File: src/rtl/jtag_tap_pkg.sv
`timescale 1ns/1ps
package jtag_tap_pkg;

   typedef enum logic [3:0] {
      TAP_TLR     = 4'd0,
      TAP_RTI     = 4'd1,
      TAP_SEL_DR  = 4'd2,
      TAP_CAP_DR  = 4'd3,
      TAP_SH_DR   = 4'd4,
      TAP_EX1_DR  = 4'd5,
      TAP_PAU_DR  = 4'd6,
      TAP_EX2_DR  = 4'd7,
      TAP_UPD_DR  = 4'd8,
      TAP_SEL_IR  = 4'd9,
      TAP_CAP_IR  = 4'd10,
      TAP_SH_IR   = 4'd11,
      TAP_EX1_IR  = 4'd12,
      TAP_PAU_IR  = 4'd13,
      TAP_EX2_IR  = 4'd14,
      TAP_UPD_IR  = 4'd15
   } tap_state_t;

   typedef enum logic [1:0] {
      DSEL_BYP  = 2'd0,
      DSEL_ID   = 2'd1,
      DSEL_STAT = 2'd2,
      DSEL_BSR  = 2'd3
   } dr_sel_t;

   localparam int unsigned ID_W   = 32;
   localparam int unsigned STAT_W = 2;

endpackage

File: src/rtl/jtag_tap_fsm.sv
`timescale 1ns/1ps
module jtag_tap_fsm
   import jtag_tap_pkg::*;
(
   input  logic       tck,
   input  logic       trst_n,
   input  logic       tms,
   output tap_state_t state,
   output logic       rti_entry
);

   tap_state_t st_q;
   tap_state_t st_nxt;
   logic       rti_entry_q;

   always_comb begin
      st_nxt = st_q;
      unique case (st_q)
         TAP_TLR:    st_nxt = tms ? TAP_TLR    : TAP_RTI;
         TAP_RTI:    st_nxt = tms ? TAP_SEL_DR : TAP_RTI;
         TAP_SEL_DR: st_nxt = tms ? TAP_SEL_IR : TAP_CAP_DR;
         TAP_CAP_DR: st_nxt = tms ? TAP_EX1_DR : TAP_SH_DR;
         TAP_SH_DR:  st_nxt = tms ? TAP_EX1_DR : TAP_SH_DR;
         TAP_EX1_DR: st_nxt = tms ? TAP_UPD_DR : TAP_PAU_DR;
         TAP_PAU_DR: st_nxt = tms ? TAP_EX2_DR : TAP_PAU_DR;
         TAP_EX2_DR: st_nxt = tms ? TAP_UPD_DR : TAP_SH_DR;
         TAP_UPD_DR: st_nxt = tms ? TAP_SEL_DR : TAP_RTI;
         TAP_SEL_IR: st_nxt = tms ? TAP_TLR    : TAP_CAP_IR;
         TAP_CAP_IR: st_nxt = tms ? TAP_EX1_IR : TAP_SH_IR;
         TAP_SH_IR:  st_nxt = tms ? TAP_EX1_IR : TAP_SH_IR;
         TAP_EX1_IR: st_nxt = tms ? TAP_UPD_IR : TAP_PAU_IR;
         TAP_PAU_IR: st_nxt = tms ? TAP_EX2_IR : TAP_PAU_IR;
         TAP_EX2_IR: st_nxt = tms ? TAP_UPD_IR : TAP_SH_IR;
         TAP_UPD_IR: st_nxt = tms ? TAP_SEL_DR : TAP_RTI;
         default:    st_nxt = TAP_TLR;
      endcase
   end

   always_ff @(posedge tck or negedge trst_n) begin
      if (!trst_n) begin
         st_q        <= TAP_TLR;
         rti_entry_q <= 1'b0;
      end else begin
         st_q        <= st_nxt;
         rti_entry_q <= (st_nxt == TAP_RTI) && (st_q != TAP_RTI);
      end
   end

   assign state     = st_q;
   assign rti_entry = rti_entry_q;

endmodule

File: src/rtl/jtag_tap_ir.sv
`timescale 1ns/1ps
module jtag_tap_ir
   import jtag_tap_pkg::*;
#(
   parameter int unsigned          IR_W   = 6,
   parameter logic [IR_W-1:0]      RST_OP = 6'b000100
) (
   input  logic            tck,
   input  logic            trst_n,
   input  logic            tdi,
   input  tap_state_t      state,
   output logic [IR_W-1:0] ir_cur,
   output logic            ir_lsb
);

   localparam logic [IR_W-1:0] CAP_PAT = {{(IR_W-2){1'b0}}, 2'b01};

   logic [IR_W-1:0] sh_q;
   logic [IR_W-1:0] cur_q;

   always_ff @(posedge tck or negedge trst_n) begin
      if (!trst_n) begin
         sh_q <= CAP_PAT;
      end else if (state == TAP_CAP_IR) begin
         sh_q <= CAP_PAT;
      end else if (state == TAP_SH_IR) begin
         sh_q <= {tdi, sh_q[IR_W-1:1]};
      end
   end

   always_ff @(negedge tck or negedge trst_n) begin
      if (!trst_n) begin
         cur_q <= RST_OP;
      end else if (state == TAP_TLR) begin
         cur_q <= RST_OP;
      end else if (state == TAP_UPD_IR) begin
         cur_q <= sh_q;
      end
   end

   assign ir_cur = cur_q;
   assign ir_lsb = sh_q[0];

endmodule

File: src/rtl/jtag_tap_dr.sv
`timescale 1ns/1ps
module jtag_tap_dr
   import jtag_tap_pkg::*;
#(
   parameter int unsigned       BSR_LEN  = 8,
   parameter logic [ID_W-1:0]   ID_VALUE = 32'h0000_0001,
   localparam int unsigned      BSR_W    = (BSR_LEN > 0) ? BSR_LEN : 1
) (
   input  logic             tck,
   input  logic             trst_n,
   input  logic             tdi,
   input  tap_state_t       state,
   input  dr_sel_t          sel,
   input  logic             bist_done,
   input  logic             bist_pass,
   input  logic [BSR_W-1:0] bs_cap_data,
   output logic [BSR_W-1:0] bs_upd_data,
   output logic             dr_lsb
);

   logic              byp_q;
   logic [ID_W-1:0]   id_q;
   logic [STAT_W-1:0] stat_q;
   logic              bsr_lsb;

   wire cap_en = (state == TAP_CAP_DR);
   wire sh_en  = (state == TAP_SH_DR);

   always_ff @(posedge tck or negedge trst_n) begin
      if (!trst_n) begin
         byp_q <= 1'b0;
      end else if (sel == DSEL_BYP) begin
         if (cap_en)     byp_q <= 1'b0;
         else if (sh_en) byp_q <= tdi;
      end
   end

   always_ff @(posedge tck or negedge trst_n) begin
      if (!trst_n) begin
         id_q <= '0;
      end else if (sel == DSEL_ID) begin
         if (cap_en)     id_q <= ID_VALUE;
         else if (sh_en) id_q <= {tdi, id_q[ID_W-1:1]};
      end
   end

   always_ff @(posedge tck or negedge trst_n) begin
      if (!trst_n) begin
         stat_q <= '0;
      end else if (sel == DSEL_STAT) begin
         if (cap_en)     stat_q <= {bist_pass, bist_done};
         else if (sh_en) stat_q <= {tdi, stat_q[STAT_W-1:1]};
      end
   end

   generate
      if (BSR_LEN > 0) begin : g_bsr
         logic [BSR_LEN-1:0] chain_q;
         logic [BSR_LEN-1:0] hold_q;

         always_ff @(posedge tck or negedge trst_n) begin
            if (!trst_n) begin
               chain_q <= '0;
            end else if (sel == DSEL_BSR) begin
               if (cap_en)     chain_q <= bs_cap_data;
               else if (sh_en) chain_q <= {tdi, chain_q[BSR_LEN-1:1]};
            end
         end

         always_ff @(negedge tck or negedge trst_n) begin
            if (!trst_n) begin
               hold_q <= '0;
            end else if ((state == TAP_UPD_DR) && (sel == DSEL_BSR)) begin
               hold_q <= chain_q;
            end
         end

         assign bsr_lsb     = chain_q[0];
         assign bs_upd_data = hold_q;
      end else begin : g_no_bsr
         assign bsr_lsb     = 1'b0;
         assign bs_upd_data = '0;
      end
   endgenerate

   always_comb begin
      unique case (sel)
         DSEL_ID:   dr_lsb = id_q[0];
         DSEL_STAT: dr_lsb = stat_q[0];
         DSEL_BSR:  dr_lsb = bsr_lsb;
         default:   dr_lsb = byp_q;
      endcase
   end

endmodule

File: src/rtl/jtag_tap_ctrl.sv
`timescale 1ns/1ps
module jtag_tap_ctrl
   import jtag_tap_pkg::*;
#(
   parameter int unsigned          IR_W        = 6,
   parameter int unsigned          BSR_LEN     = 8,
   parameter int unsigned          ID_VAR_W    = 4,
   parameter int unsigned          ID_PART_W   = 16,
   parameter int unsigned          ID_MFR_W    = 11,
   parameter logic [ID_VAR_W-1:0]  ID_VARIANT  = 4'b0000,
   parameter logic [ID_PART_W-1:0] ID_PART     = 16'b1011_0001_1111_0111,
   parameter logic [ID_MFR_W-1:0]  ID_MFR      = 11'b000_0001_0111,
   parameter logic [IR_W-1:0]      OP_EXTEST   = 6'b000000,
   parameter logic [IR_W-1:0]      OP_SAMPLE   = 6'b000001,
   parameter logic [IR_W-1:0]      OP_IDCODE   = 6'b000100,
   parameter logic [IR_W-1:0]      OP_HIGHZ    = 6'b000101,
   parameter logic [IR_W-1:0]      OP_SELFTEST = 6'b000110,
   parameter logic [IR_W-1:0]      OP_BYPASS   = {IR_W{1'b1}},
   localparam int unsigned         BSR_W       = (BSR_LEN > 0) ? BSR_LEN : 1
) (
   input  logic             tck,
   input  logic             trst_n,
   input  logic             tms,
   input  logic             tdi,
   output logic             tdo,
   output logic             tdo_oe,
   output logic             hiz_force,
   output logic             pull_off,
   output logic             bist_start,
   input  logic             bist_done,
   input  logic             bist_pass,
   output logic             bs_cap_stb,
   output logic             bs_upd_stb,
   input  logic [BSR_W-1:0] bs_cap_data,
   output logic [BSR_W-1:0] bs_upd_data
);

   localparam logic [ID_W-1:0] ID_VALUE = {ID_VARIANT, ID_PART, ID_MFR, 1'b1};
   localparam bit              HAS_BSR  = (BSR_LEN > 0);

   generate
      if (IR_W < 3) begin : g_chk_irw
         $error("IR_W must hold the 3-bit low opcodes and the 01 capture pattern");
      end
      if (ID_VAR_W + ID_PART_W + ID_MFR_W + 1 != ID_W) begin : g_chk_id
         $error("identity fields must add up to 32 bits");
      end
      if (BSR_LEN == 1) begin : g_chk_bsr
         $error("BSR_LEN must be 0 or at least 2");
      end
   endgenerate

   tap_state_t      st;
   logic            rti_entry;
   logic [IR_W-1:0] ir_cur;
   logic            ir_lsb;
   logic            dr_lsb;
   dr_sel_t         sel;
   logic            is_hiz;
   logic            is_bist;
   logic            is_bs;
   logic            tdo_q;
   logic            oe_q;

   jtag_tap_fsm u_fsm (
      .tck       (tck),
      .trst_n    (trst_n),
      .tms       (tms),
      .state     (st),
      .rti_entry (rti_entry)
   );

   jtag_tap_ir #(
      .IR_W   (IR_W),
      .RST_OP (OP_IDCODE)
   ) u_ir (
      .tck    (tck),
      .trst_n (trst_n),
      .tdi    (tdi),
      .state  (st),
      .ir_cur (ir_cur),
      .ir_lsb (ir_lsb)
   );

   always_comb begin
      sel     = DSEL_BYP;
      is_hiz  = 1'b0;
      is_bist = 1'b0;
      is_bs   = 1'b0;
      if (ir_cur == OP_IDCODE) begin
         sel = DSEL_ID;
      end else if (ir_cur == OP_SELFTEST) begin
         sel     = DSEL_STAT;
         is_bist = 1'b1;
      end else if (ir_cur == OP_HIGHZ) begin
         is_hiz = 1'b1;
      end else if ((ir_cur == OP_EXTEST) || (ir_cur == OP_SAMPLE)) begin
         if (HAS_BSR) begin
            sel   = DSEL_BSR;
            is_bs = 1'b1;
         end
      end
   end

   jtag_tap_dr #(
      .BSR_LEN  (BSR_LEN),
      .ID_VALUE (ID_VALUE)
   ) u_dr (
      .tck         (tck),
      .trst_n      (trst_n),
      .tdi         (tdi),
      .state       (st),
      .sel         (sel),
      .bist_done   (bist_done),
      .bist_pass   (bist_pass),
      .bs_cap_data (bs_cap_data),
      .bs_upd_data (bs_upd_data),
      .dr_lsb      (dr_lsb)
   );

   always_ff @(negedge tck or negedge trst_n) begin
      if (!trst_n) begin
         tdo_q <= 1'b0;
         oe_q  <= 1'b0;
      end else begin
         tdo_q <= (st == TAP_SH_IR) ? ir_lsb : dr_lsb;
         oe_q  <= (st == TAP_SH_IR) || (st == TAP_SH_DR);
      end
   end

   assign tdo        = tdo_q;
   assign tdo_oe     = oe_q;
   assign hiz_force  = is_hiz;
   assign pull_off   = is_hiz;
   assign bist_start = rti_entry & is_bist;
   assign bs_cap_stb = is_bs & (st == TAP_CAP_DR);
   assign bs_upd_stb = is_bs & (st == TAP_UPD_DR);

endmodule

File: config.mk
export PLATFORM = sky130hd
export DESIGN_NAME = jtag_tap_ctrl
export DESIGN_NICKNAME = d
export VERILOG_FILES = /design/src/rtl/jtag_tap_pkg.sv /design/src/rtl/jtag_tap_fsm.sv /design/src/rtl/jtag_tap_ir.sv /design/src/rtl/jtag_tap_dr.sv /design/src/rtl/jtag_tap_ctrl.sv
export SDC_FILE = /design/constraint.sdc
export NUM_CORES = 1
export LEC_CHECK = 0
export ABC_AREA = 1
export BUFFER_PORTS_ARGS = -buffer_cell sky130_fd_sc_hd__buf_2
export CAP_MARGIN = 10
export CORE_UTILIZATION = 64
export CTS_CLUSTER_DIAMETER = 50
export CTS_CLUSTER_SIZE = 24
export DETAILED_ROUTE_END_ITERATION = 16
export PLACE_DENSITY = 0.85
export SLEW_MARGIN = 20
export SYNTH_ARGS = -nofsm -noshare
export SYNTH_HDL_FRONTEND = slang
export SYNTH_SLANG_ARGS = --single-unit
export TNS_END_PERCENT = 50
File: constraint.sdc
create_clock -name tck -period 4.15 [get_ports tck]
set_input_delay 0.6225 -clock tck [delete_from_list [all_inputs] [get_ports tck]]
set_output_delay 0.6225 -clock tck [all_outputs]
set_load 0.01 [all_outputs]
==> results.md, run 1 <==
- Slew Viols, Final: 0
- Most common cell after layout, fill and taps aside: nand2_1
- Core area: 5110 um^2
- Routed WL: 6.67 mm
- Largest delay share family, worst path: flip-flops
- Clock sinks: 70
- Layout Utilization: 74.5%
- DRC Markers: 0
- Most frequent cells in the layout: nand2_1 (81), dfrtp_1 (53), o21ai_2 (40)
- Chip height: 74.7 um
- Starting Density: 66.2%
- Seq/Total Area, Yosys: 51.9%
- Routability cong.: about 0.9
- Layout cells sized above 1: a little over a third
- CTS tree: built
- Worst Hold Class: in -> async
- Sequential share of power: between 40% and 50%
- Distinct cells, synth: 29
- DR WL/cell: between 10 and 15 um
- Syn_nets: 383
- Final Hold Viols: 0
- Status: finished with violations
- Post-route ant nets: 0
- Vias in the first global route: between 2000 and 2500
- Nature of the critical path endpoint: output port
- # hold bufs at CTS: 0
- First-pass GRT wire length: 10.4 mm
- Row count: 26
- Max Cap Viol: 0
- NetSw: 1.06 mW
- Synth top area share: 39.2%
- Vias per Instance: 5.34
- LEAKAGE: 1.87 nW
- GRT Util Overall: roughly a quarter
- Total vias in the final route: 2560
- Num ports: 29
- Final Non-Filler Cells: 479
- Post-Place Cells: 459
- Clk root buf: clkbuf_8
- Worst vdd ir: around 0.36 mV
- Worst-path cell chain: nand2_4 > nor2_4 > nand2_2 > nor3b_2 > buf_2
- Nets: 418
- Largest net degree at the start of global routing: 65
- RSZ-0062 raised after global routing: true
- Avg Cell Area, Syn: 9.16 um^2
- Warnings, synthesis: 0
- Synth area leader: dfrtp_1
- Post-Synthesis Cells: 369
- Antenna violations before repair: 0
- GRT overflow: 0
- H-tree levels: 3
- Crit path max-delay cell type: dfstp_2
- Failing checks: setup timing
- Antenna Cells: 0
- Top cells by area, synth: dfrtp_1 (39%), dfrtn_1 (11%), o21ai_2 (10%)
- Worst setup margin: -0.0413 ns
- Worst Max-Slew Pin Slew: 0.697 ns
- Clock power frac: 19.4%
- Worst hold margin: between 0.3 and 0.4 ns
- Comb power frac: between 30% and 40%
- CTS clk-pin slew, worst paths: 0.07 ns
- PD cells: 683 nW/um^2
- Setup WS pre-CTS: around 0.25 ns
- Cts bufs inserted: 9
- Net switching fraction of the power: 40.6%
- Max stage delay on crit path: 0.55 ns
- Int Power: 1.54 mW
- Skew-Pair Late Insertion Delay: 0.39 ns
- Detailed placer's ending HPWL: 4.40 mm
- First DRT Iteration DRCs: roughly 230
- #FFs+latches synth: 70
- Drt first pass iters: 4
- Sum of buffers and inverters on the critical path: 1
- Final Skew: 0.0631 ns
- P&R area growth vs syn: 12.7%
- Critical path class: reg -> out
- Crit-path max FO: 2
- Buffers added on ports: 28
- Final number of setup-violating endpoints: 1
- Mapped Area: 3380 um^2
- Die width: 74.7 um
- CP arrival: 3.57 ns
- Required @ worst endpoint: 3.53 ns
- Startpoint types: register
- Max-slew headroom: a little over half
- Fill cells: 348
- Total die area: 5570 um^2
- Clk buf depth: 2
## Yosys cell counts
master    count
nand2_1      84
dfrtp_1      53
o21ai_2      40
nor2_1       36
inv_1        30
nand2_2      29
dfrtn_1      15
o21ai_0      12
nand3_1      11
o211ai_1      8
buf_6         7
o22ai_1       7
inv_2         5
clkbuf_1      4
nor2_2        4
a21oi_1       3
buf_4         3
nand4_1       3
a31oi_1       2
dfstp_2       2
nand2_4       2
nor2_4        2
a22oi_1       1
clkinv_1      1
nand4_4       1
nor3_1        1
nor3b_1       1
o21bai_1      1
o31ai_1       1
## registers in the layout, indices dropped and copies added, names as in the netlist
name                count
u_dr.stat_q             2
u_dr.g_bsr.chain_q      8
u_fsm.rti_entry         1
u_fsm.state             4
u_ir.ir_cur             6
u_ir.sh_q               6
u_dr.id_q              32
u_dr.bs_upd_data        8
tdo_oe                  1
tdo                     1
u_dr.byp_q              1
## repair_timing
item	CTS	global route
gates resized for setup	6	9
endpoints found under the hold margin	0	0
buffers inserted	2	2
pin swaps	5	5
setup endpoints to repair	3	5
## cell type report
type | count | area (um^2) | share of cell area, %
flip-flops and latches | 70 | 1750 | 46.1
multi-input cells | 249 | 1420 | 37.2
repair buffers | 38 | 234 | 6.15
clock buffers | 13 | 160 | 4.21
inverters | 35 | 134 | 3.52
well taps | 70 | 87.6 | 2.30
clock inverters | 4 | 21.3 | 0.559
## per-stage QoR
| step | cell area, um^2 | power, mW | setup TNS, ns |
|---|---|---|---|
| after floorplan | 3380 | 1.89 | 0 |
| after global placement | 3550 | 2.04 | 0 |
| after detailed placement | 3550 | 2.09 | 0 |
| after CTS | 3760 | 2.60 | -0.0601 |
| after global routing | 3810 | 2.79 | -0.112 |
| final | 3810 | 2.60 | -0.0413 |
## worst paths after layout
| kind | start | end | slack (ns) | depth (start not counted) |
|---|---|---|---|---|
| max in group asynchronous | trst_n | u_dr.bs_upd_data[1]$_DFFE_NN0P_ | 1.37 | 1 |
| hold reg to reg | u_dr.bs_upd_data[1]$_DFFE_NN0P_ | u_dr.bs_upd_data[1]$_DFFE_NN0P_ | 0.43 | 2 |
| hold / removal | trst_n | u_ir.sh_q[3]$_DFFE_PN0N_ | 0.32 | 1 |
| setup reg to reg | u_ir.ir_cur[2]$_DFFE_NN1P_ | u_dr.stat_q[0]$_DFFE_PN0P_ | 0.31 | 8 |
| min in group tck | u_dr.bs_upd_data[1]$_DFFE_NN0P_ | u_dr.bs_upd_data[1]$_DFFE_NN0P_ | 0.43 | 2 |
| setup / recovery | u_ir.ir_cur[2]$_DFFE_NN1P_ | bist_start | -0.04 | 5 |
## cell families after synthesis
| family | synth area share [%] |
|---|---|
| and+or+nand+nor | 24.0 |
| DFF | 51.9 |
| AOI/OAI and AO/OA | 16.7 |
| buffers and inverters | 7.44 |
## power by group through the flow
stage / Combinational (mW) / Sequential (mW) / Clock [mW]
floorplan: 0.814 / 1.08 / 0.00302
global placement: 0.970 / 1.07 / 0.00302
detailed placement: 1.00 / 1.08 / 0.00302
CTS: 1.02 / 1.07 / 0.510
global route: 1.15 / 1.10 / 0.541
finish: 1.02 / 1.07 / 0.503
## routing by layer
metal	track usage (%)	up-vias	part of all wire, %	wire (um)
met2	40.4	71	50	3310
li1	-	1255	-	-
met3	6.29	7	5.1	342
met1	33.8	1227	44	2950
met4	9.64	0	0.94	63
met5	0	-	0	0
(Power assumes the default switching activity.)
==> run 2, diff against run 1 <==
--- a/config.mk
+++ b/config.mk
@@ -6,7 +6,7 @@
 export NUM_CORES = 1
 export LEC_CHECK = 0
 export ABC_AREA = 1
-export BUFFER_PORTS_ARGS = -buffer_cell sky130_fd_sc_hd__buf_2
+export BUFFER_PORTS_ARGS = -buffer_cell sky130_fd_sc_hd__buf_4
 export CAP_MARGIN = 10
 export CORE_UTILIZATION = 64
 export CTS_CLUSTER_DIAMETER = 50
==> constraint.sdc (replaced) <==
create_clock -name tck -period 4.15 [get_ports tck]
set_input_delay 0.6225 -clock tck [delete_from_list [all_inputs] [get_ports tck]]
set_output_delay 0.6225 -clock tck [all_outputs]
set_load 0.005 [all_outputs]
==> run 2 against run 1 <==
Effect of this change: clock skew is 0.0021 ns lower; the flow still finishes with violations (setup timing); sequential cell count stayed put; count of clock-buffer cells in the layout is 2 higher.
==> results.md, run 2 (synthesis results as in run 1) <==
- R2R cell count: 12 (+4)
- Antenna violations before repair: 0 (unchanged)
- Clk buf depth: 2 (unchanged)
- Net switching fraction of the power: 39.6% (-0.96 points)
- Final number of setup-violating endpoints: 16 (+15)
- Nets: 426 (+1.9%)
- Reg2reg setup slack: -0.01 ns (-0.32 ns)
- Vias in the first global route: 2400 (+3.9%)
- Starting Density: 66.2% (unchanged)
- Setup WS pre-CTS: 0.230 ns (-0.0157 ns)
- Crit path max-delay cell type: dfstp_2
- CTS clk-pin slew, worst paths: 0.07 ns (about the same)
- First-pass GRT wire length: 11.0 mm (+5.9%)
- Slew Viols, Final: 0 (unchanged)
- RSZ-0062 raised after global routing: true
- Detailed placer's ending HPWL: 4.32 mm (-1.8%)
- Worst-path cell chain: nand2_4 > nor2_4 > nand2_2 > nor3b_2 > buf_4
- Post-route ant nets: 0 (unchanged)
- Nature of the critical path endpoint: output port
- Antenna Cells: 0 (unchanged)
- Sequential share of power: 39.4% (-1.9 points)
- Startpoint types: register
- Comb power frac: 42.7% (+3.3 points)
- Area occupied by multi-input gates: 1420 um^2 (unchanged)
- H-tree levels: 3 (unchanged)
- GRT Util Overall: 27.2% (+1.8 points)
- # hold bufs at CTS: 0 (unchanged)
- Largest delay share family, worst path: flip-flops
- GRT overflow: 0 (unchanged)
- Most frequent cells in the layout: nand2_1 (78), dfrtp_1 (53), buf_4 (41)
- LEAKAGE: 1.95 nW (+4.2%)
- Clock power frac: 17.9% (-1.5 points)
- Row count: 26 (unchanged)
- Cts bufs inserted: 9 (unchanged)
- Buffers added on ports: 28 (unchanged)
- Worst setup margin: -0.0298 ns (+0.0114 ns)
- Chip height: 74.7 um (unchanged)
- P&R area growth vs syn: 17.9%
- Worst reg2reg path endpoint: u_dr.id_q[27]$_DFFE_PN0P_
- Sum of buffers and inverters on the critical path: 1 (unchanged)
- Fill cells: 322 (-7.5%)
- Failing checks: setup timing
- Critical path class: reg -> out
- CP arrival: 3.56 ns (about the same)
- Int Power: 1.65 mW (+7.1%)
- Clock sinks: 70 (unchanged)
- Total vias in the final route: 2702 (+5.5%)
- Most common cell after layout, fill and taps aside: nand2_1
- Final Hold Viols: 0 (unchanged)
- Routed WL: 7.56 mm (+13%)
- DRC Markers: 0 (unchanged)
- Worst Hold Class: in -> async
- Drt first pass iters: 5 (+1)
- Layout cells sized above 1: 36.9% (+1.5 points)
- Largest net degree at the start of global routing: 65 (unchanged)
- DR WL/cell: 15.5 um (+11%)
- Post-Place Cells: 457 (-0.44%)
- Final Non-Filler Cells: 487 (+1.7%)
- Max-slew headroom: 63.5% (+10 points)
- Total die area: 5570 um^2 (unchanged)
- Crit-path max FO: 2 (unchanged)
- Vias per Instance: 5.55 (+3.8%)
- Worst Max-Slew Pin Slew: 0.544 ns (-0.153 ns)
- Skew-Pair Late Insertion Delay: 0.38 ns (about the same)
- Worst hold margin: 0.243 ns (-0.0768 ns)
- Largest Register: u_dr.id_q
- Layout Utilization: 78.0% (+3.5 points)
- Status: finished with violations
- Core area: 5110 um^2 (unchanged)
- Max Cap Viol: 0 (unchanged)
- Routability cong.: 0.867 (-2.6%)
- Die width: 74.7 um (unchanged)
- NetSw: 1.09 mW (+2.9%)
- Required @ worst endpoint: 3.53 ns (about the same)
- Number of flip-flops in the largest register: 32 (unchanged)
- Reg area: 1750 um^2 (unchanged)
- Reg-to-Reg Start: u_ir.ir_cur[2]$_DFFE_NN1P_
- Clk root buf: clkbuf_8
- First DRT Iteration DRCs: 208 (-8.8%)
- CTS tree: built
- Final Skew: 0.0609 ns (-0.00214 ns)
- Worst vdd ir: 0.399 mV (+9.8%)
- Num ports: 29 (unchanged)
- PD cells: 688 nW/um^2 (+0.74%)
- Max stage delay on crit path: 0.55 ns (about the same)
-- run 2: cell types whose count changed in the layout (fill, tap and decap cells not counted), moves of 2 or more --
cell / delta
nand2_1: -3
clkbuf_8: +2
nand2_2: +3
buf_2: -27
buf_4: +32
clkbuf_16: +3
-- run 2: power by group through the flow --
stage / Sequential (mW) / Combinational (mW) / Clock [mW]
2_1_floorplan: 1.06 / 0.814 / 0.00302
3_3_place_gp: 1.07 / 0.975 / 0.00302
3_5_place_dp: 1.08 / 1.01 / 0.00302
4_1_cts: 1.07 / 1.04 / 0.497
5_1_grt: 1.11 / 1.30 / 0.522
6_report: 1.08 / 1.17 / 0.490
-- run 2: timing repair --
item,in CTS,in global routing
setup buffers,7,3
gates cloned,0,4
resized for setup,6,10
pin swaps,5,5
endpoints found under the setup margin,3,35
-- run 2: worst reg2reg max path: stages, from the launching register on --
cell and delay, ns:
dfstp_2 0.55, nand2_4 0.06, nor2_4 0.10, buf_4 0.13, buf_4 0.09, buf_4 0.09, buf_4 0.09, buf_4 0.09
buf_4 0.11, nand4_4 0.22, clkbuf_16 0.27, nand2_2 0.07, o21ai_2 0.05
-- run 2: layer usage --
metal	share of wire [%]	up-vias	GRT usage (%)
li1	-	1277	-
met1	43	1295	36.7
met5	0	-	0
met4	2.6	0	14.3
met2	48	108	41.7
met3	5.8	22	5.76
-- run 2: cell type report --
cell class / instances / share of cell area, %
clock buffers: 15 / 4.18
multi-input cells: 249 / 35.6
inverters: 35 / 3.30
clock inverters: 2 / 0.220
flip-flops and latches: 70 / 44.0
repair buffers: 46 / 10.5
well taps: 70 / 2.20
-- run 2: how the worst max path moves through the flow --
stage / depth (start not counted) / startpoint / slack [ns] / endpoint
final: 5 / u_ir.ir_cur[2]$_DFFE_NN1P_ / -0.03 / bist_start
after global routing: 6 / u_ir.ir_cur[4]$_DFFE_NN0P_ / -0.07 / bs_upd_stb
after CTS: 5 / u_ir.ir_cur[2]$_DFFE_NN1P_ / -0.03 / bist_start
after detailed placement: 6 / u_ir.ir_cur[5]$_DFFE_NN0P_ / 0.23 / bs_upd_stb
after global placement: 5 / u_ir.ir_cur[2]$_DFFE_NN1P_ / 0.27 / bist_start
after floorplan: 4 / u_ir.ir_cur[2]$_DFFE_NN1P_ / 0.38 / bist_start
-- run 2: through the flow --
step | TNS, ns | total power, mW | area (um^2)
finish | -0.110 | 2.74 | 3980
global route | -0.823 | 2.93 | 3980
CTS | -0.0372 | 2.61 | 3840
detailed placement | 0 | 2.09 | 3600
global placement | 0 | 2.05 | 3600
floorplan | 0 | 1.87 | 3380
==> run 3, diff against run 2 <==
--- a/config.mk
+++ b/config.mk
@@ -8,11 +8,13 @@
 export ABC_AREA = 1
 export BUFFER_PORTS_ARGS = -buffer_cell sky130_fd_sc_hd__buf_4
 export CAP_MARGIN = 10
-export CORE_UTILIZATION = 64
+export CELL_PAD_IN_SITES_DETAIL_PLACEMENT = 0
+export CELL_PAD_IN_SITES_GLOBAL_PLACEMENT = 1
+export CORE_UTILIZATION = 49
 export CTS_CLUSTER_DIAMETER = 50
 export CTS_CLUSTER_SIZE = 24
 export DETAILED_ROUTE_END_ITERATION = 16
-export PLACE_DENSITY = 0.85
+export PLACE_DENSITY_LB_ADDON = 0.1
 export SLEW_MARGIN = 20
 export SYNTH_ARGS = -nofsm -noshare
 export SYNTH_HDL_FRONTEND = slang
==> run 3 against run 2 <==
Effect of this change: the run now ends clean; clock skew down 0.0098 ns; first-iteration DRC count down 16%; final area down 3.0%; sequential cell count unchanged; sequential power about the same; cell count down 1.2%; die area up 30%; hold slack better by 0.012 ns; sequential share of layout area up 1.4 points; highest routed layer unchanged.
==> results.md, run 3 (synthesis results as in run 1) <==
- Worst setup margin: 0.0602 ns (+0.0900 ns)
- Row count: 29 (+12%)
- Nature of the critical path endpoint: output port
- Die width: 85.0 um (+14%)
- Final Hold Viols: 0 (unchanged)
- Net switching fraction of the power: 38.1% (-1.5 points)
- LEAKAGE: 1.87 nW (-4.4%)
- Critical path class: reg -> out
- Startpoint types: register
- Final number of setup-violating endpoints: 0 (-16)
- First-pass GRT wire length: 11.2 mm (+1.8%)
- CTS tree: built
- Int Power: 1.64 mW (-0.60%)
- Number of flip-flops in the largest register: 32 (unchanged)
- Slew Viols, Final: 0 (unchanged)
- Clock sinks: 70 (unchanged)
- Most common cell after layout, fill and taps aside: nand2_1
- Max Cap Viol: 0 (unchanged)
- Chip height: 85.0 um (+14%)
- Starting Density: 52.0% (-14 points)
- H-tree levels: 3 (unchanged)
- Post-Route Setup TNS: 0 ns (+0.110 ns)
- Sequential share of power: 40.2% (+0.8 points)
- Worst Max-Slew Pin Slew: 0.557 ns (+0.0133 ns)
- Vias in the first global route: 2296 (-4.3%)
- Largest Register: u_dr.id_q
- Total vias in the final route: 2429 (-10%)
- Vias per Instance: 5.05 (-9.0%)
- Layout cells sized above 1: 34.9% (-2.0 points)
- Worst vdd ir: 0.342 mV (-14%)
- Clock power frac: 22.2% (+4.3 points)
- DR WL/cell: 13.2 um (-15%)
- Worst Hold Class: in -> async
- Required @ worst endpoint: 3.53 ns (about the same)
- Routed WL: 6.35 mm (-16%)
- Met3 global-route usage: 3.50% (-2.3 points)
- Skew-Pair Late Insertion Delay: 0.37 ns (about the same)
- Max-slew headroom: 62.6% (-0.89 points)
- Routability cong.: 0.820 (-5.4%)
- Most frequent cells in the layout: nand2_1 (82), dfrtp_1 (53), o21ai_2 (40)
- First DRT Iteration DRCs: 175 (-16%)
- Fill cells: 589 (+83%)
- P&R area growth vs syn: 14.3%
- Met2 Track Usage GR: 29.5% (-12 points)
- PD cells: 688 nW/um^2 (about the same)
- Crit path max-delay cell type: dfstp_2
- NetSw: 1.01 mW (-6.7%)
- Detailed placer's ending HPWL: 4.24 mm (-1.8%)
- Crit-path max FO: 2 (unchanged)
- Buffers added on ports: 28 (unchanged)
- Layout Utilization: 59.5% (-19 points)
- Largest net degree at the start of global routing: 52 (-20%)
- Global routing's busiest layer: met2
- Worst hold margin: 0.256 ns (+0.0123 ns)
- Nets: 414 (-2.8%)
- Cts bufs inserted: 9 (unchanged)
- Setup WS pre-CTS: 0.259 ns (+0.0283 ns)
- Max stage delay on crit path: 0.53 ns (-0.02 ns)
- Core area: 6490 um^2 (+27%)
- Total die area: 7230 um^2 (+30%)
- DRC Markers: 0 (unchanged)
- Clk root buf: clkbuf_8
- CP most frequent cell: nand2_2
- Post-route ant nets: 0 (unchanged)
- Num ports: 29 (unchanged)
- Antenna violations before repair: 0 (unchanged)
- M1 GR Usage: 29.4% (-7.3 points)
- RSZ-0062 raised after global routing: true
- Status: completed
- Drt first pass iters: 4 (-1)
- Final Skew: 0.0511 ns (-0.00984 ns)
- CP arrival: 3.47 ns (-0.09 ns)
- Worst-path cell chain: nand2_2 > nor2_4 > nand2_2 > nor3b_2 > buf_4
- CTS clk-pin slew, worst paths: 0.08 ns (about the same)
- Clk buf depth: 2 (unchanged)
- Antenna Cells: 0 (unchanged)
- GRT Util Overall: 20.1% (-7.1 points)
- GRT overflow: 0 (unchanged)
- Comb power frac: 37.7% (-5.0 points)
-- run 3: area by class of cell --
class	count	area (um^2)	share of cell area (%)
Sequential cell	70	1750	45.4
Multi-Input combinational cell	249	1400	36.2
Timing Repair Buffer	34	268	6.93
Inverter	35	131	3.40
Clock buffer	9	124	3.21
Tap cell	77	96.3	2.49
Clock inverter	7	91.3	2.36
-- run 3: worst paths after layout --
check / startpoint / slack [ns] / cells past startpoint / endpoint
worst max-delay path: u_ir.ir_cur[2]$_DFFE_NN1P_ / 0.06 / 5 / bist_start
worst min-delay path: trst_n / 0.26 / 1 / u_dr.id_q[7]$_DFFE_PN0P_
worst max register to register: u_ir.ir_cur[2]$_DFFE_NN1P_ / 0.32 / 7 / u_dr.id_q[14]$_DFFE_PN0P_
worst min register to register: u_dr.bs_upd_data[4]$_DFFE_NN0P_ / 0.43 / 2 / u_dr.bs_upd_data[4]$_DFFE_NN0P_
max in group asynchronous: trst_n / 1.47 / 1 / u_ir.ir_cur[2]$_DFFE_NN1P_
min in group tck: u_dr.bs_upd_data[4]$_DFFE_NN0P_ / 0.43 / 2 / u_dr.bs_upd_data[4]$_DFFE_NN0P_
-- run 3: power groups by stage --
stage               Sequential [mW]  Clock [mW]  Combinational, mW
floorplan                      1.06     0.00302              0.814
CTS                            1.07       0.610               1.02
detailed placement             1.08     0.00302               1.00
finish                         1.07       0.589               1.00
global placement               1.08     0.00302              0.990
global route                   1.10       0.638               1.13
-- run 3: per-stage QoR --
| step | instances | total power, mW | cell area, um^2 |
|---|---|---|---|
| 2_1_floorplan | 369 | 1.87 | 3380 |
| 3_3_place_gp | 464 | 2.07 | 3610 |
| 3_5_place_dp | 464 | 2.09 | 3610 |
| 4_1_cts | 481 | 2.70 | 3860 |
| 5_1_grt | 481 | 2.87 | 3860 |
| 6_report | 481 | 2.66 | 3860 |
-- run 3: per-layer routing --
layer  vias to the layer above  routed length, um
met3                        10                225
met2                        35               2820
met4                         0                 97
met5                         -                  0
li1                       1253                  -
met1                      1131               3210
-- run 3: critical path: cells and delay by family (launching register included) --
family / cells / cell delay (ns)
AND/OR/NAND/NOR: 4 / 0.37
flip-flops: 1 / 0.53
buffers and inverters: 1 / 0.13
-- run 3: what timing repair did --
| item | in CTS | in global routing |
|---|---|---|
| hold buffers | 0 | 0 |
| gates resized for setup | 9 | 0 |
| cloned | 0 | 0 |
| pin swaps | 4 | 2 |
| setup buffers | 2 | 0 |
| setup endpoints to repair | 3 | 3 |
